--- config.mk ---
export PLATFORM = sky130hd
export DESIGN_NAME = pwm_breathe_dimmer
export DESIGN_NICKNAME = d
export VERILOG_FILES = /design/src/rtl/pwm_dim_pkg.sv /design/src/rtl/pwm_cfg_regs.sv /design/src/rtl/pwm_period_ctr.sv /design/src/rtl/pwm_sweep_gen.sv /design/src/rtl/pwm_breathe_dimmer.sv
export SDC_FILE = /design/constraint.sdc
export NUM_CORES = 1
export LEC_CHECK = 0
export BUFFER_PORTS_ARGS = -buffer_cell sky130_fd_sc_hd__buf_2
export CAP_MARGIN = 0
export CORE_ASPECT_RATIO = 0.8
export CORE_UTILIZATION = 60
export CTS_CLUSTER_SIZE = 14
export DETAILED_ROUTE_END_ITERATION = 7
export PLACE_DENSITY = 0.8
export SYNTH_ARGS = -nofsm -noshare
export SYNTH_HDL_FRONTEND = slang
export SYNTH_SLANG_ARGS = --single-unit
--- constraint.sdc ---
create_clock -name clk -period 4.9 [get_ports clk]
set_clock_uncertainty 0.2 [all_clocks]
set_input_delay 0.98 -clock clk [delete_from_list [all_inputs] [get_ports clk]]
set_output_delay 0.98 -clock clk [all_outputs]
set_load 0.01 [all_outputs]
--- src/rtl/pwm_dim_pkg.sv ---
package pwm_dim_pkg;

    localparam int DATA_W = 32;
    localparam int CNT_W  = 16;
    localparam int LO_W   = 15;

    localparam int IDX_FIXED = 0;
    localparam int IDX_SWEEP = 1;

    typedef logic [CNT_W-1:0] cnt_t;

    // layout of word 0: period in the upper half, fixed threshold in the lower
    typedef struct packed {
        cnt_t period;
        cnt_t thresh;
    } fixed_cfg_t;

    // layout of word 1: enable on top, lower bound, upper bound
    typedef struct packed {
        logic            en;
        logic [LO_W-1:0] lo;
        cnt_t            hi;
    } sweep_cfg_t;

    typedef enum logic {
        DIR_UP   = 1'b0,
        DIR_DOWN = 1'b1
    } sweep_dir_t;

    function automatic cnt_t lo_ext(input logic [LO_W-1:0] v);
        return cnt_t'(v);
    endfunction

    function automatic logic period_runs(input cnt_t p);
        return p > cnt_t'(1);
    endfunction

endpackage

--- src/rtl/pwm_cfg_regs.sv ---
module pwm_cfg_regs
    import pwm_dim_pkg::*;
#(
    parameter int ADDR_W = 2
) (
    input  logic                clk,
    input  logic                rst,
    input  logic                we,
    input  logic [ADDR_W-1:0]   addr,
    input  logic [DATA_W-1:0]   wdata,
    output fixed_cfg_t          fcfg,
    output sweep_cfg_t          scfg,
    output logic                restart,
    output logic [DATA_W-1:0]   rdata
);

    logic hit_fixed;
    logic hit_sweep;

    assign hit_fixed = (addr == ADDR_W'(IDX_FIXED));
    assign hit_sweep = (addr == ADDR_W'(IDX_SWEEP));

    // sweep restarts only on an off-to-on transition
    assign restart = we && hit_sweep && wdata[DATA_W-1] && !scfg.en;

    always_ff @(posedge clk) begin
        if (rst) begin
            fcfg <= '0;
            scfg <= '0;
        end else if (we) begin
            if (hit_fixed) fcfg <= fixed_cfg_t'(wdata);
            if (hit_sweep) scfg <= sweep_cfg_t'(wdata);
        end
    end

    always_comb begin
        rdata = '0;
        if (hit_fixed) rdata = DATA_W'(fcfg);
        if (hit_sweep) rdata = DATA_W'(scfg);
    end

    AST_RESTART_NEEDS_OFF: assert property (@(posedge clk) disable iff (rst)
        restart |=> scfg.en);

endmodule

--- src/rtl/pwm_period_ctr.sv ---
module pwm_period_ctr
    import pwm_dim_pkg::*;
(
    input  logic       clk,
    input  logic       rst,
    input  fixed_cfg_t fcfg,
    output cnt_t       cnt,
    output cnt_t       act_period,
    output cnt_t       act_thresh,
    output logic       boundary
);

    assign boundary = !period_runs(act_period) || (cnt == act_period - cnt_t'(1));

    always_ff @(posedge clk) begin
        if (rst) begin
            cnt        <= '0;
            act_period <= '0;
            act_thresh <= '0;
        end else if (boundary) begin
            cnt        <= '0;
            act_period <= fcfg.period;
            act_thresh <= fcfg.thresh;
        end else begin
            cnt <= cnt + cnt_t'(1);
        end
    end

    AST_CNT_IN_RANGE: assert property (@(posedge clk) disable iff (rst)
        period_runs(act_period) |-> cnt < act_period);

    AST_SHORT_PERIOD_IDLE: assert property (@(posedge clk) disable iff (rst)
        !period_runs(act_period) |=> cnt == '0);

    AST_NO_MIDPERIOD_LOAD: assert property (@(posedge clk) disable iff (rst)
        !boundary |=> $stable(act_period) && $stable(act_thresh));

endmodule

--- src/rtl/pwm_sweep_gen.sv ---
module pwm_sweep_gen
    import pwm_dim_pkg::*;
(
    input  logic       clk,
    input  logic       rst,
    input  sweep_cfg_t scfg,
    input  logic       restart,
    input  cnt_t       restart_lo,
    input  logic       boundary,
    output cnt_t       sweep_val
);

    sweep_dir_t dir;
    cnt_t       lo_now;

    assign lo_now = lo_ext(scfg.lo);

    always_ff @(posedge clk) begin
        if (rst) begin
            sweep_val <= '0;
            dir       <= DIR_UP;
        end else if (restart) begin
            sweep_val <= restart_lo;
            dir       <= DIR_UP;
        end else if (scfg.en && boundary) begin
            unique case (dir)
                DIR_UP: begin
                    if (sweep_val >= scfg.hi) begin
                        sweep_val <= sweep_val - cnt_t'(1);
                        dir       <= DIR_DOWN;
                    end else begin
                        sweep_val <= sweep_val + cnt_t'(1);
                    end
                end
                DIR_DOWN: begin
                    if (sweep_val <= lo_now) begin
                        sweep_val <= sweep_val + cnt_t'(1);
                        dir       <= DIR_UP;
                    end else begin
                        sweep_val <= sweep_val - cnt_t'(1);
                    end
                end
                default: ;
            endcase
        end
    end

    AST_SWEEP_HOLD: assert property (@(posedge clk) disable iff (rst)
        (!boundary && !restart) |=> $stable(sweep_val));

    AST_SWEEP_UNIT_STEP: assert property (@(posedge clk) disable iff (rst)
        (scfg.en && boundary && !restart) |=>
            (sweep_val == cnt_t'($past(sweep_val) + cnt_t'(1))) ||
            (sweep_val == cnt_t'($past(sweep_val) - cnt_t'(1))));

    AST_SWEEP_RESTART: assert property (@(posedge clk) disable iff (rst)
        restart |=> sweep_val == $past(restart_lo));

endmodule

--- src/rtl/pwm_breathe_dimmer.sv ---
module pwm_breathe_dimmer
    import pwm_dim_pkg::*;
#(
    parameter int ADDR_W = 2
) (
    input  logic                clk,
    input  logic                rst,
    input  logic                reg_we,
    input  logic [ADDR_W-1:0]   reg_addr,
    input  logic [DATA_W-1:0]   reg_wdata,
    output logic [DATA_W-1:0]   reg_rdata,
    output logic                pwm_out
);

    fixed_cfg_t fcfg;
    sweep_cfg_t scfg;
    logic       restart;
    cnt_t       cnt;
    cnt_t       act_period;
    cnt_t       act_thresh;
    logic       boundary;
    cnt_t       sweep_val;
    cnt_t       duty;
    sweep_cfg_t wr_sweep;

    assign wr_sweep = sweep_cfg_t'(reg_wdata);

    pwm_cfg_regs #(.ADDR_W(ADDR_W)) u_regs (
        .clk     (clk),
        .rst     (rst),
        .we      (reg_we),
        .addr    (reg_addr),
        .wdata   (reg_wdata),
        .fcfg    (fcfg),
        .scfg    (scfg),
        .restart (restart),
        .rdata   (reg_rdata)
    );

    pwm_period_ctr u_ctr (
        .clk        (clk),
        .rst        (rst),
        .fcfg       (fcfg),
        .cnt        (cnt),
        .act_period (act_period),
        .act_thresh (act_thresh),
        .boundary   (boundary)
    );

    pwm_sweep_gen u_sweep (
        .clk        (clk),
        .rst        (rst),
        .scfg       (scfg),
        .restart    (restart),
        .restart_lo (lo_ext(wr_sweep.lo)),
        .boundary   (boundary),
        .sweep_val  (sweep_val)
    );

    assign duty    = scfg.en ? sweep_val : act_thresh;
    assign pwm_out = period_runs(act_period) && (cnt < duty);

    AST_RISE_AT_START: assert property (@(posedge clk) disable iff (rst)
        ($rose(pwm_out) && $stable(scfg.en)) |-> cnt == '0);

    AST_LOW_WHILE_IDLE: assert property (@(posedge clk) disable iff (rst)
        (!period_runs(fcfg.period) && boundary) |=> !pwm_out);

endmodule

# Word level (Yosys, flattened, before mapping)
# Cells that the tools add are included.
# op_classes
mux	11
eq_ne	2
n_addsub	4
bitwise_logic	1
n_lt_le_gt_ge	4
n_reduce_logical	14
# ops
op	n
32-bit two-way mux	2
16-bit two-way mux	3
16-bit by 1-bit adder with 16-bit output (second input constant)	2
16-bit case mux with 2 select lines	1
16-bit by 1-bit subtractor with 16-bit output (second input constant)	2
15-bit two-way mux	2
16-bit == test	1
16-bit greater-or-equal comparator	1
16-bit by 1-bit greater-than comparator with 1-bit output (second input constant)	1
16-bit by 15-bit less-or-equal comparator with 1-bit output	1
16-bit less-than comparator	1
1-bit logical AND	5
2-bit AND reduction	2
2-bit OR reduction	2
2-bit by 1-bit == test with 1-bit output (second input constant)	1
1-bit zero test	2
2-bit zero test	1
1-bit two-way mux	2
1-bit case mux with 2 select lines	1
2-bit nonzero test	1
1-bit logical OR	1
1-bit NOT	1
# word_totals
reg_bits	129
input_bits	37
wordCells	47

# Depth between registers and ports, before layout
# Gate-level depths: netlist (run 1).
# logic_depth
depth_word	6
depth_mapped	12
ltp_nobuf	10

# Hierarchy
# A second synthesis (run 1) with hierarchy kept.
# unflattened
cells_unflattened	941
area_unflattened_um2	8408.1
# modules_own_cells
module	cells_each	area_each_um2	n_inst
pwm_cfg_regs	318	3156.8	1
pwm_period_ctr	279	2596.2	1
pwm_sweep_gen	283	2113.3	1
pwm_breathe_dimmer	61	541.8	1

# Worst setup path after synthesis (run 1)
# No wires, ideal clock.
# synth_timing
kind	flip-flop to output port
startpoint	register u_regs.scfg[31] (netlist name)
endpoint	output port pwm_out
t_arrival_ns	2.301
setup_slack_ns	1.419
stages_incl_launch_ff	12
n_path_buf	2
cell_sequence	dfxtp_1 clkbuf_1 buf_1 mux2i_1 ha_1 o21a_1 o21a_1 o21ai_0 nand2b_1 a21oi_1 o211ai_1 a21oi_1
# synth_between
elab_chain_len	3
# synth_rtl
element	line	text
16-bit two-way mux	pwm_breathe_dimmer.sv:60	assign duty = scfg.en ? sweep_val : act_thresh;
16-bit less-than comparator	pwm_breathe_dimmer.sv:61	assign pwm_out = period_runs(act_period) && (cnt < duty);
1-bit logical AND	pwm_breathe_dimmer.sv:61	
end, declared	pwm_breathe_dimmer.sv:12	output logic pwm_out
# No other way between the ends.

# Worst setup path in the final report (run 1)
# layout_timing
startpoint	register u_regs.scfg[31] (netlist name)
endpoint	output port pwm_out
# layout_between
elab_chain_len	3
# layout_rtl
element	line
16-bit two-way mux	pwm_breathe_dimmer.sv:60
16-bit less-than comparator	pwm_breathe_dimmer.sv:61
1-bit logical AND	pwm_breathe_dimmer.sv:61
# No other way between the ends.

==> impl_metrics.xml, run 1 <==
<?xml version="1.0" encoding="UTF-8"?>
<metrics>
  <group name="run_status">
    <metric name="result_of_the_run" unit="">finished clean</metric>
  </group>
  <group name="finish">
    <metric name="synthToLayoutAreaGrowth" unit="%">13.7</metric>
    <metric name="post_route_cells_drive_above_1_share" unit="%">11.7</metric>
    <metric name="fillerInstances" unit="">1031</metric>
    <metric name="final_nets" unit="">1139</metric>
    <metric name="multi_input_area" unit="um2">4720</metric>
    <metric name="seqCellArea" unit="um2">2580</metric>
  </group>
  <group name="setup_path">
    <metric name="setup.worst_path.end_class" unit="">primary output</metric>
    <metric name="required_time_reported_for_the_critical_path_endpoint" unit="ns">3.72</metric>
    <metric name="worst_r2r_startpoint" unit="">u_ctr.act_period[4]$_SDFFE_PP0P_</metric>
    <metric name="r2r_end" unit="">u_ctr.act_thresh[6]$_SDFFE_PP0P_</metric>
    <metric name="timing.critical_path.from_type" unit="">flip-flop</metric>
    <metric name="worst-endpoint-arrival" unit="ns">2.90</metric>
    <metric name="critical_path_class" unit="">reg -&gt; out</metric>
    <metric name="worst-r2r-setup-slack" unit="ns">1.09</metric>
    <metric name="rr_worst_depth" unit="">9</metric>
    <metric name="setup.worst_path.end" unit="">pwm_out</metric>
    <metric name="worst_setup_path_startpoint" unit="">u_regs.scfg[31]$_SDFFE_PP0P_</metric>
    <metric name="critical_path.max_fanout" unit="">14</metric>
  </group>
  <group name="die">
    <metric name="ioPinCount" unit="">70</metric>
    <metric name="number_of_standard_cell_rows_in_the_floorplan" unit="">36</metric>
    <metric name="x_dimension_of_the_die" unit="um">129</metric>
    <metric name="die-area" unit="um2">13300</metric>
    <metric name="initial_core_util" unit="%">62.2</metric>
    <metric name="die-height" unit="um">103</metric>
    <metric name="placeableCoreArea" unit="um2">12300</metric>
  </group>
  <group name="yosys">
    <metric name="combinational_family_with_the_most_area_after_synthesis" unit="">simple AND/OR/NAND/NOR gates</metric>
    <metric name="synth.ff_latch_count" unit="">129</metric>
    <metric name="synth_mux_area_share" unit="%">6.94</metric>
    <metric name="synthXorXnorAreaFrac" unit="%">3.76</metric>
    <metric name="synth-edff-count" unit="">0</metric>
    <metric name="synth_warnings" unit="">0</metric>
    <metric name="synth-seq-area-share" unit="%">33.6</metric>
    <metric name="summed_instance_area_of_the_synthesized_netlist" unit="um2">7680</metric>
    <metric name="mappedNetlistNets" unit="">1100</metric>
    <metric name="postSynth.asyncResetShare" unit="%">0</metric>
    <metric name="synth_flop_cell" unit="">sky130_fd_sc_hd__dfxtp_1</metric>
    <metric name="area_share_of_fa_ha_maj_cells_after_synthesis" unit="%">8.31</metric>
    <metric name="syn_inst_count" unit="">1012</metric>
    <metric name="post_synth.cell_area_avg" unit="um2">7.59</metric>
    <metric name="synth_simple_gate_area_share" unit="%">24.8</metric>
    <metric name="synth-compound-area-share" unit="%">17.5</metric>
    <metric name="synth.lib_cells_used.distinct" unit="">64</metric>
  </group>
  <group name="sta">
    <metric name="report.final.slew_viol_count" unit="">0</metric>
    <metric name="setup_viol_count_final" unit="">0</metric>
    <metric name="fmax" unit="MHz">245</metric>
    <metric name="slew-limit-headroom" unit="%">42.6</metric>
    <metric name="worst_slack" unit="ns">0.821</metric>
    <metric name="tns" unit="ns">0</metric>
    <metric name="final_min_period_over_clock_period" unit="%">83.2</metric>
    <metric name="finalHoldViolCount" unit="">0</metric>
    <metric name="rsz0062_at_grt" unit="">false</metric>
    <metric name="final_period_minus_worst_setup_slack" unit="ns">4.08</metric>
    <metric name="worst_slew_pin_slew" unit="ns">0.861</metric>
  </group>
  <group name="route">
    <metric name="vias_per_cell" unit="">6.12</metric>
    <metric name="route.vias.total" unit="">7567</metric>
    <metric name="detail_route.iter0.violations" unit="">750</metric>
    <metric name="drt_pass1_iterations" unit="">5</metric>
    <metric name="drc_errors" unit="">0</metric>
    <metric name="route.antenna.remaining_nets" unit="">0</metric>
    <metric name="finalWirelength" unit="um">22600</metric>
    <metric name="routed_wire_length_per_instance" unit="um">18.3</metric>
  </group>
  <group name="clocking">
    <metric name="number_of_clock_buffers_inserted_by_tritoncts" unit="">17</metric>
    <metric name="postCtsSetupRepairBufs" unit="">0</metric>
    <metric name="clock_edge_transition_at_the_registers_on_the_reported_setup_and_hold_paths" unit="ns">0.06</metric>
    <metric name="cts_sinks" unit="">129</metric>
    <metric name="clock_insertion_delay_worst_skew" unit="ns">0.42</metric>
    <metric name="clock_tree.root_cell" unit="">sky130_fd_sc_hd__clkbuf_16</metric>
    <metric name="clock_tree.htree_level_count" unit="">4</metric>
    <metric name="postCtsHoldBufs" unit="">0</metric>
    <metric name="clock_tree.buffer_depth" unit="">2</metric>
    <metric name="post_cts_repair_resize_count" unit="">0</metric>
    <metric name="cts_tree" unit="">done</metric>
  </group>
  <group name="placed_design">
    <metric name="place_ws" unit="ns">1.20</metric>
    <metric name="hpwlAfterDp" unit="um">15900</metric>
    <metric name="portBuffers" unit="">69</metric>
    <metric name="gpl.final_weighted_congestion" unit="">1.01</metric>
  </group>
  <group name="global_route">
    <metric name="grt_usage" unit="%">34.6</metric>
    <metric name="initial_antenna_violation_count" unit="">0</metric>
    <metric name="grt_max_degree" unit="">81</metric>
    <metric name="grt-ovfl-total" unit="">0</metric>
    <metric name="via_count_of_the_first_global_routing_pass" unit="">6801</metric>
    <metric name="global_route_wire_length_before_repair" unit="um">34900</metric>
  </group>
  <group name="flow_run">
    <metric name="drv_cap" unit="">0</metric>
  </group>
  <group name="power_and_ir_drop">
    <metric name="irDropWorstVdd" unit="uV">272</metric>
    <metric name="p_per_area" unit="nW/um2">355</metric>
    <metric name="static-leakage-power" unit="uW">0.00351</metric>
  </group>
  <group name="worst_hold_path">
    <metric name="hold_start" unit="">u_ctr.act_thresh[12]$_SDFFE_PP0P_</metric>
    <metric name="holdCritPathClass" unit="">reg -&gt; reg</metric>
  </group>
</metrics>
-- cell usage after synthesis, drive strengths merged (8+ instances only) --
| library cell | n | share of area [%] |
|---|---|---|
| xnor2 | 16 | 1.8 |
| mux2i | 51 | 6.6 |
| dfxtp | 129 | 34 |
| nor2 | 87 | 4.3 |
| o21ai | 23 | 1.5 |
| clkbuf | 52 | 2.5 |
| buf | 9 | 0.52 |
| and3 | 16 | 1.3 |
| nand4 | 14 | 1.1 |
| nand3 | 18 | 1.2 |
| inv | 40 | 2.0 |
| xor2 | 17 | 1.9 |
| a211oi | 8 | 0.78 |
| a21oi | 120 | 7.8 |
| nand2b | 8 | 0.65 |
| ha | 51 | 8.3 |
| nor3 | 21 | 1.4 |
| o21a | 11 | 1.1 |
| nand2 | 221 | 11 |
-- flip-flops by register name (all words and copies together), names as in the netlist --
signal	flops
u_ctr.act_thresh	16
u_sweep.dir	1
u_ctr.cnt	16
u_regs.fcfg	32
u_regs.scfg	32
u_sweep.sweep_val	16
u_ctr.act_period	16
-- power by group --
group	leakage (uW)	internal [uW]	total, uW	switching [uW]
registers	0.00105	1090	1150	59.8
clock network	0.000292	843	1340	497
logic	0.00218	214	614	400
total	0.00351	2140	3100	956
-- worst min-delay path by stage --
stage                                             end  depth (start not counted)
floorplan            u_ctr.act_thresh[0]$_SDFFE_PP0P_                          2
CTS                 u_ctr.act_thresh[12]$_SDFFE_PP0P_                          2
global placement     u_ctr.act_thresh[5]$_SDFFE_PP0P_                          2
finish              u_ctr.act_thresh[12]$_SDFFE_PP0P_                          2
detailed placement  u_ctr.act_thresh[12]$_SDFFE_PP0P_                          2
global route         u_ctr.act_thresh[9]$_SDFFE_PP0P_                          2
-- kinds of logic after synthesis --
logic type | Yosys count
xor+xnor | 33
simple gates | 429
mux | 53
buf+inv | 101
fa+ha+maj | 51
flops | 129
compound gates | 216
-- through the flow --
step | power (uW) | utilization, % | std cells | hold slack, ns | area [um2]
4_1_cts | 3080 | 70.7 | 1235 | 0.253 | 8730
2_1_floorplan | 1580 | - | 1012 | 0.231 | 7680
3_3_place_gp | 1740 | 65.7 | 1203 | 0.237 | 8110
6_report | 3100 | 70.8 | 1236 | 0.256 | 8730
3_5_place_dp | 1750 | 65.7 | 1203 | 0.245 | 8110
5_1_grt | 3200 | 70.7 | 1235 | 0.277 | 8730
-- critical path, stage by stage, from the launching register on --
cell,delay [ns]
sky130_fd_sc_hd__dfxtp_1,0.82
sky130_fd_sc_hd__buf_4,0.32
sky130_fd_sc_hd__mux2i_1,0.26
sky130_fd_sc_hd__ha_1,0.28
sky130_fd_sc_hd__a21o_1,0.17
sky130_fd_sc_hd__a211o_1,0.33
sky130_fd_sc_hd__a21oi_1,0.14
sky130_fd_sc_hd__buf_2,0.16
-- area by class of cell --
type / count / area share, %
inverters: 40 / 1.72
diodes: 1 / 0.0287
repair buffers: 81 / 5.01
flip-flops and latches: 129 / 29.6
well taps: 171 / 2.45
clock buffers: 21 / 5.39
multi-input cells: 782 / 54.1
clock inverters: 11 / 1.73
-- layout by cell type, fill, tap and decap left out, types with 14 or more instances in the layout --
| cell type | netlist | layout |
|---|---|---|
| sky130_fd_sc_hd__nand2_1 | 221 | 221 |
| sky130_fd_sc_hd__dfxtp_1 | 129 | 129 |
| sky130_fd_sc_hd__a21oi_1 | 120 | 120 |
| sky130_fd_sc_hd__nor2_1 | 87 | 87 |
| sky130_fd_sc_hd__buf_2 | 5 | 68 |
| sky130_fd_sc_hd__mux2i_1 | 51 | 51 |
| sky130_fd_sc_hd__ha_1 | 51 | 51 |
| sky130_fd_sc_hd__inv_1 | 40 | 40 |
| sky130_fd_sc_hd__o21ai_0 | 21 | 21 |
| sky130_fd_sc_hd__nor3_1 | 20 | 20 |
| sky130_fd_sc_hd__nand3_1 | 18 | 18 |
| sky130_fd_sc_hd__xor2_1 | 17 | 17 |
| sky130_fd_sc_hd__clkbuf_16 | 0 | 17 |
| sky130_fd_sc_hd__and3_1 | 16 | 16 |
| sky130_fd_sc_hd__xnor2_1 | 16 | 16 |
| sky130_fd_sc_hd__nand4_1 | 14 | 14 |
-- metal layers --
metal,vias to the layer above,track usage [%],part of all wire (%),routed length (um)
li1,3601,-,-,-
met1,3521,44.2,43,9650
met2,383,56.0,45,10100
met3,62,8.95,9.5,2140
met4,0,14.8,3.0,673
met5,-,0,0,0
Note: power is estimated with default switching activity, not from simulation.
==> inputs of run 2 (changes only) <==
--- a/config.mk
+++ b/config.mk
@@ -5,13 +5,14 @@
 export SDC_FILE = /design/constraint.sdc
 export NUM_CORES = 1
 export LEC_CHECK = 0
+export ABC_AREA = 1
 export BUFFER_PORTS_ARGS = -buffer_cell sky130_fd_sc_hd__buf_2
 export CAP_MARGIN = 0
 export CORE_ASPECT_RATIO = 0.8
-export CORE_UTILIZATION = 60
+export CORE_UTILIZATION = 61
 export CTS_CLUSTER_SIZE = 14
 export DETAILED_ROUTE_END_ITERATION = 7
-export PLACE_DENSITY = 0.8
+export PLACE_DENSITY = 0.81
 export SYNTH_ARGS = -nofsm -noshare
 export SYNTH_HDL_FRONTEND = slang
 export SYNTH_SLANG_ARGS = --single-unit
==> constraint.sdc (replaced) <==
create_clock -name clk -period 4.15 [get_ports clk]
set_clock_uncertainty 0.2 [all_clocks]
set_input_delay 0.83 -clock clk [delete_from_list [all_inputs] [get_ports clk]]
set_output_delay 0.83 -clock clk [all_outputs]
set_load 0.01 [all_outputs]
==> impl_metrics.xml, run 2 <==
<?xml version="1.0" encoding="UTF-8"?>
<metrics>
  <group name="route">
    <metric name="routed_wire_length_per_instance" unit="um">17.4</metric>
    <metric name="route.vias.total" unit="">8280</metric>
    <metric name="drt_pass1_iterations" unit="">6</metric>
    <metric name="drc_errors" unit="">0</metric>
    <metric name="vias_per_cell" unit="">5.77</metric>
    <metric name="route.antenna.remaining_nets" unit="">0</metric>
    <metric name="finalWirelength" unit="um">25000</metric>
    <metric name="detail_route.iter0.violations" unit="">942</metric>
  </group>
  <group name="sta">
    <metric name="final_min_period_over_clock_period" unit="%">95.2</metric>
    <metric name="fmax" unit="MHz">253</metric>
    <metric name="final_period_minus_worst_setup_slack" unit="ns">3.95</metric>
    <metric name="worst_slew_pin_slew" unit="ns">1.04</metric>
    <metric name="finalHoldViolCount" unit="">0</metric>
    <metric name="setup_viol_count_final" unit="">0</metric>
    <metric name="rsz0062_at_grt" unit="">false</metric>
    <metric name="slew-limit-headroom" unit="%">30.6</metric>
    <metric name="tns" unit="ns">0</metric>
    <metric name="worst_slack" unit="ns">0.199</metric>
    <metric name="report.final.slew_viol_count" unit="">0</metric>
  </group>
  <group name="finish">
    <metric name="final_common_cell" unit="">sky130_fd_sc_hd__nand2_1</metric>
    <metric name="post-route-cell-area" unit="um2">9080</metric>
    <metric name="post_route_cells_drive_above_1_share" unit="%">11.1</metric>
    <metric name="final_nets" unit="">1336</metric>
    <metric name="synthToLayoutAreaGrowth" unit="%">12.0</metric>
    <metric name="biggestRegsByFlops" unit="">u_regs.fcfg: 32 flops, u_regs.scfg: 32 flops</metric>
    <metric name="layout_common_cells" unit="">sky130_fd_sc_hd__nand2_1 (269), sky130_fd_sc_hd__inv_1 (149), sky130_fd_sc_hd__a21oi_1 (133)</metric>
    <metric name="antenna_cells" unit="">0</metric>
    <metric name="layout.cells.non_filler" unit="">1436</metric>
  </group>
  <group name="die">
    <metric name="x_dimension_of_the_die" unit="um">131</metric>
    <metric name="ioPinCount" unit="">70</metric>
    <metric name="placeableCoreArea" unit="um2">12900</metric>
    <metric name="initial_core_util" unit="%">62.8</metric>
    <metric name="number_of_standard_cell_rows_in_the_floorplan" unit="">37</metric>
    <metric name="die-height" unit="um">105</metric>
    <metric name="die-area" unit="um2">13800</metric>
  </group>
  <group name="power_and_ir_drop">
    <metric name="p_per_area" unit="nW/um2">503</metric>
    <metric name="p_total" unit="uW">4570</metric>
    <metric name="static-leakage-power" unit="uW">0.00411</metric>
    <metric name="irDropWorstVdd" unit="uV">384</metric>
  </group>
  <group name="placed_design">
    <metric name="gpl.final_weighted_congestion" unit="">0.968</metric>
    <metric name="hpwlAfterDp" unit="um">18200</metric>
    <metric name="placedInstanceArea" unit="um2">8500</metric>
    <metric name="placed_cells" unit="">1404</metric>
    <metric name="portBuffers" unit="">69</metric>
    <metric name="place_ws" unit="ns">0.729</metric>
  </group>
  <group name="clocking">
    <metric name="clock_insertion_delay_worst_skew" unit="ns">0.44</metric>
    <metric name="clock_tree.root_cell" unit="">sky130_fd_sc_hd__clkbuf_16</metric>
    <metric name="clock_tree.htree_level_count" unit="">4</metric>
    <metric name="number_of_clock_buffers_inserted_by_tritoncts" unit="">17</metric>
    <metric name="postCtsHoldBufs" unit="">0</metric>
    <metric name="cts_tree" unit="">done</metric>
    <metric name="post_cts_repair_resize_count" unit="">0</metric>
    <metric name="clock_tree.buffer_depth" unit="">2</metric>
    <metric name="postCtsSetupRepairBufs" unit="">0</metric>
    <metric name="clock_edge_transition_at_the_registers_on_the_reported_setup_and_hold_paths" unit="ns">0.06</metric>
    <metric name="cts_sinks" unit="">129</metric>
  </group>
  <group name="setup_path">
    <metric name="critical_path.max_fanout" unit="">30</metric>
    <metric name="setup.worst_path.end_class" unit="">primary output</metric>
    <metric name="timing.critical_path.from_type" unit="">flip-flop</metric>
    <metric name="critical_path_class" unit="">reg -&gt; out</metric>
    <metric name="worst-endpoint-arrival" unit="ns">2.92</metric>
    <metric name="required_time_reported_for_the_critical_path_endpoint" unit="ns">3.12</metric>
  </group>
  <group name="global_route">
    <metric name="global_route_wire_length_before_repair" unit="um">39100</metric>
    <metric name="initial_antenna_violation_count" unit="">0</metric>
    <metric name="via_count_of_the_first_global_routing_pass" unit="">7397</metric>
    <metric name="grt-ovfl-total" unit="">0</metric>
    <metric name="grt_usage" unit="%">37.9</metric>
    <metric name="grt_max_degree" unit="">75</metric>
  </group>
  <group name="worst_hold_path">
    <metric name="holdCritPathClass" unit="">reg -&gt; reg</metric>
  </group>
  <group name="yosys">
    <metric name="yosys.cell_count.top_type" unit="">sky130_fd_sc_hd__nand2_1</metric>
    <metric name="synth-seq-area-share" unit="%">31.8</metric>
    <metric name="yosys.area.top_type" unit="">sky130_fd_sc_hd__dfxtp_1</metric>
    <metric name="syn_inst_count" unit="">1204</metric>
    <metric name="synth_area_leaders" unit="">sky130_fd_sc_hd__dfxtp_1 (32%), sky130_fd_sc_hd__nand2_1 (12%), sky130_fd_sc_hd__a21oi_1 (8.2%)</metric>
    <metric name="post_synth.cell_area_avg" unit="um2">6.74</metric>
    <metric name="synth.ff_latch_count" unit="">129</metric>
    <metric name="synth_flop_cell" unit="">sky130_fd_sc_hd__dfxtp_1</metric>
    <metric name="synth.lib_cells_used.distinct" unit="">42</metric>
    <metric name="synth.top_cell.area_share" unit="%">31.8</metric>
    <metric name="mappedNetlistNets" unit="">1292</metric>
    <metric name="postSynth.asyncResetShare" unit="%">0</metric>
    <metric name="synth_warnings" unit="">0</metric>
    <metric name="summed_instance_area_of_the_synthesized_netlist" unit="um2">8110</metric>
    <metric name="yosys-top-cells-count" unit="">sky130_fd_sc_hd__nand2_1 (269), sky130_fd_sc_hd__inv_1 (150), sky130_fd_sc_hd__a21oi_1 (133)</metric>
    <metric name="synth-edff-count" unit="">0</metric>
  </group>
  <group name="run_status">
    <metric name="result_of_the_run" unit="">finished clean</metric>
  </group>
  <group name="flow_run">
    <metric name="drv_cap" unit="">0</metric>
  </group>
</metrics>
-- run 2: cell families after synthesis --
group | share of synthesized area [%]
buffers and inverters | 10.4
flip-flops | 31.8
AO/OA/AOI/OAI | 17.3
AND/OR/NAND/NOR | 27.2
XOR/XNOR | 5.40
adder cells (fa/ha/maj) | 7.87
-- run 2: per-stage QoR --
step | hold slack (ns) | utilization (%)
after CTS | 0.268 | 70.3
after global placement | 0.249 | 65.8
after floorplan | 0.236 | -
after detailed placement | 0.257 | 65.8
final | 0.265 | 70.3
after global routing | 0.279 | 70.3
-- run 2: worst paths after layout --
| check | start | endpoint | slack [ns] | cells after the start |
|---|---|---|---|---|
| worst max-delay path | u_regs.scfg[31]$_SDFFE_PP0P_ | pwm_out | 0.20 | 8 |
| worst min-delay path | u_regs.fcfg[22]$_SDFFE_PP0P_ | u_ctr.act_period[6]$_SDFFE_PP0P_ | 0.27 | 2 |
| worst min register to register | u_regs.fcfg[22]$_SDFFE_PP0P_ | u_ctr.act_period[6]$_SDFFE_PP0P_ | 0.27 | 2 |
| worst max register to register | u_ctr.act_period[0]$_SDFFE_PP0P_ | u_ctr.cnt[9]$_SDFF_PP0_ | 0.97 | 15 |
-- run 2: final cells by class --
type	instances	area (um2)
multi-input combinational	865	4690
fill	1106	3830
sequential	129	2580
inverter	153	574
timing repair buffer	82	443
clock buffer	18	439
tap	175	219
clock inverter	14	141
-- run 2: per-layer routing --
metal,GRT usage (%),wire (um),vias to the layer above,share of wire [%]
met5,0,0,-,0
met3,7.53,2570,48,10
met1,55.2,11200,3756,45
met2,54.6,10600,450,42
li1,-,-,4026,-
met4,14.2,654,0,2.6
-- run 2: critical path: stages (launching register included) --
cell	delay [ns]
sky130_fd_sc_hd__dfxtp_1	0.92
sky130_fd_sc_hd__o21ai_0	0.22
sky130_fd_sc_hd__ha_1	0.35
sky130_fd_sc_hd__a21oi_1	0.21
sky130_fd_sc_hd__nor2_1	0.07
sky130_fd_sc_hd__a211oi_1	0.22
sky130_fd_sc_hd__o211ai_1	0.13
sky130_fd_sc_hd__a41oi_1	0.20
sky130_fd_sc_hd__buf_2	0.17
-- run 2: power breakdown --
part / leakage [uW] / internal (uW) / total (uW) / switching [uW]
Clock: 0.000279 / 858 / 1490 / 628
Sequential: 0.00105 / 1320 / 1440 / 115
Combinational: 0.00278 / 527 / 1650 / 1120
==> inputs of run 3 (changes only) <==
--- a/config.mk
+++ b/config.mk
@@ -10,9 +10,10 @@
 export CAP_MARGIN = 0
 export CORE_ASPECT_RATIO = 0.8
 export CORE_UTILIZATION = 61
-export CTS_CLUSTER_SIZE = 14
+export CTS_CLUSTER_SIZE = 20
 export DETAILED_ROUTE_END_ITERATION = 7
 export PLACE_DENSITY = 0.81
+export SETUP_SLACK_MARGIN = 0.3
 export SYNTH_ARGS = -nofsm -noshare
 export SYNTH_HDL_FRONTEND = slang
 export SYNTH_SLANG_ARGS = --single-unit
==> impl_metrics.xml, run 3 (synthesized netlist as in run 2, its figures left out) <==
<?xml version="1.0" encoding="UTF-8"?>
<metrics>
  <group name="finish">
    <metric name="multi_input_area" unit="um2">4690</metric>
    <metric name="synthToLayoutAreaGrowth" unit="%">12.0</metric>
    <metric name="post_route_cells_drive_above_1_share" unit="%">11.2</metric>
    <metric name="layout.cells.non_filler" unit="">1436</metric>
    <metric name="layout_common_cells" unit="">sky130_fd_sc_hd__nand2_1 (269), sky130_fd_sc_hd__inv_1 (149), sky130_fd_sc_hd__a21oi_1 (133)</metric>
    <metric name="biggestRegsByFlops" unit="">u_regs.fcfg: 32 flops, u_regs.scfg: 32 flops</metric>
    <metric name="seqCellArea" unit="um2">2580</metric>
    <metric name="antenna_cells" unit="">0</metric>
    <metric name="final_common_cell" unit="">sky130_fd_sc_hd__nand2_1</metric>
    <metric name="final_core_utilization" unit="%">70.3</metric>
    <metric name="fillerInstances" unit="">1106</metric>
    <metric name="final_nets" unit="">1336</metric>
  </group>
  <group name="sta">
    <metric name="fmax" unit="MHz">271</metric>
    <metric name="tns" unit="ns">0</metric>
    <metric name="slew-limit-headroom" unit="%">30.9</metric>
    <metric name="final_min_period_over_clock_period" unit="%">88.9</metric>
    <metric name="rsz0062_at_grt" unit="">false</metric>
    <metric name="worst_slew_pin_slew" unit="ns">1.04</metric>
    <metric name="final_period_minus_worst_setup_slack" unit="ns">3.69</metric>
    <metric name="setup_viol_count_final" unit="">0</metric>
    <metric name="finalHoldViolCount" unit="">0</metric>
    <metric name="report.final.slew_viol_count" unit="">0</metric>
  </group>
  <group name="die">
    <metric name="placeableCoreArea" unit="um2">12900</metric>
    <metric name="x_dimension_of_the_die" unit="um">131</metric>
    <metric name="number_of_standard_cell_rows_in_the_floorplan" unit="">37</metric>
    <metric name="initial_core_util" unit="%">62.8</metric>
    <metric name="die-area" unit="um2">13800</metric>
    <metric name="ioPinCount" unit="">70</metric>
    <metric name="die-height" unit="um">105</metric>
  </group>
  <group name="setup_path">
    <metric name="setup.worst_path.end" unit="">pwm_out</metric>
    <metric name="r2r_end" unit="">u_ctr.cnt[9]$_SDFF_PP0_</metric>
    <metric name="worst_r2r_startpoint" unit="">u_ctr.act_period[0]$_SDFFE_PP0P_</metric>
    <metric name="critical_path.max_fanout" unit="">7</metric>
    <metric name="worst_setup_path_startpoint" unit="">u_sweep.sweep_val[11]$_SDFFE_PP0P_</metric>
    <metric name="worst-endpoint-arrival" unit="ns">2.66</metric>
    <metric name="rr_worst_depth" unit="">16</metric>
    <metric name="required_time_reported_for_the_critical_path_endpoint" unit="ns">3.12</metric>
    <metric name="timing.critical_path.from_type" unit="">flip-flop</metric>
    <metric name="critical_path_class" unit="">reg -&gt; out</metric>
    <metric name="worst-r2r-setup-slack" unit="ns">0.96</metric>
    <metric name="setup.worst_path.end_class" unit="">primary output</metric>
  </group>
  <group name="route">
    <metric name="drt_pass1_iterations" unit="">6</metric>
    <metric name="finalWirelength" unit="um">25000</metric>
    <metric name="detail_route.iter0.violations" unit="">927</metric>
    <metric name="vias_per_cell" unit="">5.78</metric>
    <metric name="route.vias.total" unit="">8298</metric>
    <metric name="route.antenna.remaining_nets" unit="">0</metric>
    <metric name="drc_errors" unit="">0</metric>
    <metric name="routed_wire_length_per_instance" unit="um">17.4</metric>
  </group>
  <group name="global_route">
    <metric name="initial_antenna_violation_count" unit="">0</metric>
    <metric name="global_route_wire_length_before_repair" unit="um">39100</metric>
    <metric name="via_count_of_the_first_global_routing_pass" unit="">7397</metric>
    <metric name="grt_usage" unit="%">37.9</metric>
    <metric name="grt-ovfl-total" unit="">0</metric>
    <metric name="grt_max_degree" unit="">75</metric>
  </group>
  <group name="clocking">
    <metric name="cts_sinks" unit="">129</metric>
    <metric name="cts_tree" unit="">done</metric>
    <metric name="postCtsHoldBufs" unit="">0</metric>
    <metric name="number_of_clock_buffers_inserted_by_tritoncts" unit="">17</metric>
    <metric name="clock_tree.root_cell" unit="">sky130_fd_sc_hd__clkbuf_16</metric>
    <metric name="clock_edge_transition_at_the_registers_on_the_reported_setup_and_hold_paths" unit="ns">0.06</metric>
    <metric name="clock_tree.buffer_depth" unit="">2</metric>
    <metric name="clock_tree.htree_level_count" unit="">4</metric>
    <metric name="clock_insertion_delay_worst_skew" unit="ns">0.43</metric>
  </group>
  <group name="placed_design">
    <metric name="gpl.final_weighted_congestion" unit="">0.968</metric>
    <metric name="hpwlAfterDp" unit="um">18200</metric>
    <metric name="portBuffers" unit="">69</metric>
    <metric name="placed_cells" unit="">1404</metric>
  </group>
  <group name="power_and_ir_drop">
    <metric name="irDropWorstVdd" unit="uV">384</metric>
    <metric name="p_per_area" unit="nW/um2">503</metric>
    <metric name="static-leakage-power" unit="uW">0.00411</metric>
  </group>
  <group name="run_status">
    <metric name="result_of_the_run" unit="">finished clean</metric>
  </group>
  <group name="flow_run">
    <metric name="drv_cap" unit="">0</metric>
  </group>
  <group name="worst_hold_path">
    <metric name="holdCritPathClass" unit="">reg -&gt; reg</metric>
  </group>
</metrics>
run 3: worst min-delay path by stage:
stage | to | start | depth (start not counted) | slack [ns]
2_1_floorplan | u_ctr.act_thresh[15]$_SDFFE_PP0P_ | u_ctr.act_thresh[15]$_SDFFE_PP0P_ | 2 | 0.24
3_3_place_gp | u_ctr.act_thresh[6]$_SDFFE_PP0P_ | u_ctr.act_thresh[6]$_SDFFE_PP0P_ | 2 | 0.25
3_5_place_dp | u_ctr.act_thresh[10]$_SDFFE_PP0P_ | u_regs.fcfg[10]$_SDFFE_PP0P_ | 2 | 0.26
4_1_cts | u_ctr.act_thresh[10]$_SDFFE_PP0P_ | u_regs.fcfg[10]$_SDFFE_PP0P_ | 2 | 0.27
5_1_grt | u_ctr.act_thresh[10]$_SDFFE_PP0P_ | u_regs.fcfg[10]$_SDFFE_PP0P_ | 2 | 0.28
6_report | u_ctr.act_period[6]$_SDFFE_PP0P_ | u_regs.fcfg[22]$_SDFFE_PP0P_ | 2 | 0.27
run 3: cell type report:
class                   count  share of cell area [%]
flip-flops and latches    129                    28.4
multi-input cells         865                    51.6
well taps                 175                    2.41
inverters                 153                    6.32
clock inverters            14                    1.56
repair buffers             82                    4.87
clock buffers              18                    4.83
run 3: worst max-delay path, stage by stage, from the launching register on:
cell,delay (ns)
sky130_fd_sc_hd__dfxtp_1,0.48
sky130_fd_sc_hd__clkinv_1,0.29
sky130_fd_sc_hd__nand2_1,0.13
sky130_fd_sc_hd__o21ai_0,0.10
sky130_fd_sc_hd__ha_1,0.33
sky130_fd_sc_hd__nand2_1,0.12
sky130_fd_sc_hd__nor2_1,0.07
sky130_fd_sc_hd__a211oi_1,0.22
sky130_fd_sc_hd__o211ai_1,0.13
sky130_fd_sc_hd__a41oi_1,0.20
sky130_fd_sc_hd__buf_2,0.17
run 3: what timing repair did:
item                                    CTS  global route
endpoints found under the setup margin    1             0
hold endpoints to repair                  0             0
buffers inserted                          0             0
resized for setup                         1             0
run 3: metrics by stage:
stage / power (uW) / hold WS (ns) / worst slack (ns) / area, um2
4_1_cts: 4530 / 0.268 / 0.560 / 9090
3_5_place_dp: 3040 / 0.257 / 0.729 / 8500
2_1_floorplan: 2660 / 0.236 / 1.21 / 8110
3_3_place_gp: 3020 / 0.249 / 0.728 / 8500
6_report: 4570 / 0.265 / 0.461 / 9090
5_1_grt: 4810 / 0.279 / 0.370 / 9090
run 3: power breakdown:
group / leakage (uW) / switching, uW / internal [uW]
Clock: 0.000279 / 628 / 858
Combinational: 0.00278 / 1120 / 527
Sequential: 0.00105 / 116 / 1320
run 3: per-layer routing:
layer | vias up | wire, um | track usage [%]
met5 | - | 0 | 0
met4 | 0 | 723 | 14.2
met3 | 60 | 2740 | 7.53
met2 | 489 | 10500 | 54.6
met1 | 3728 | 11100 | 55.2
li1 | 4021 | - | -
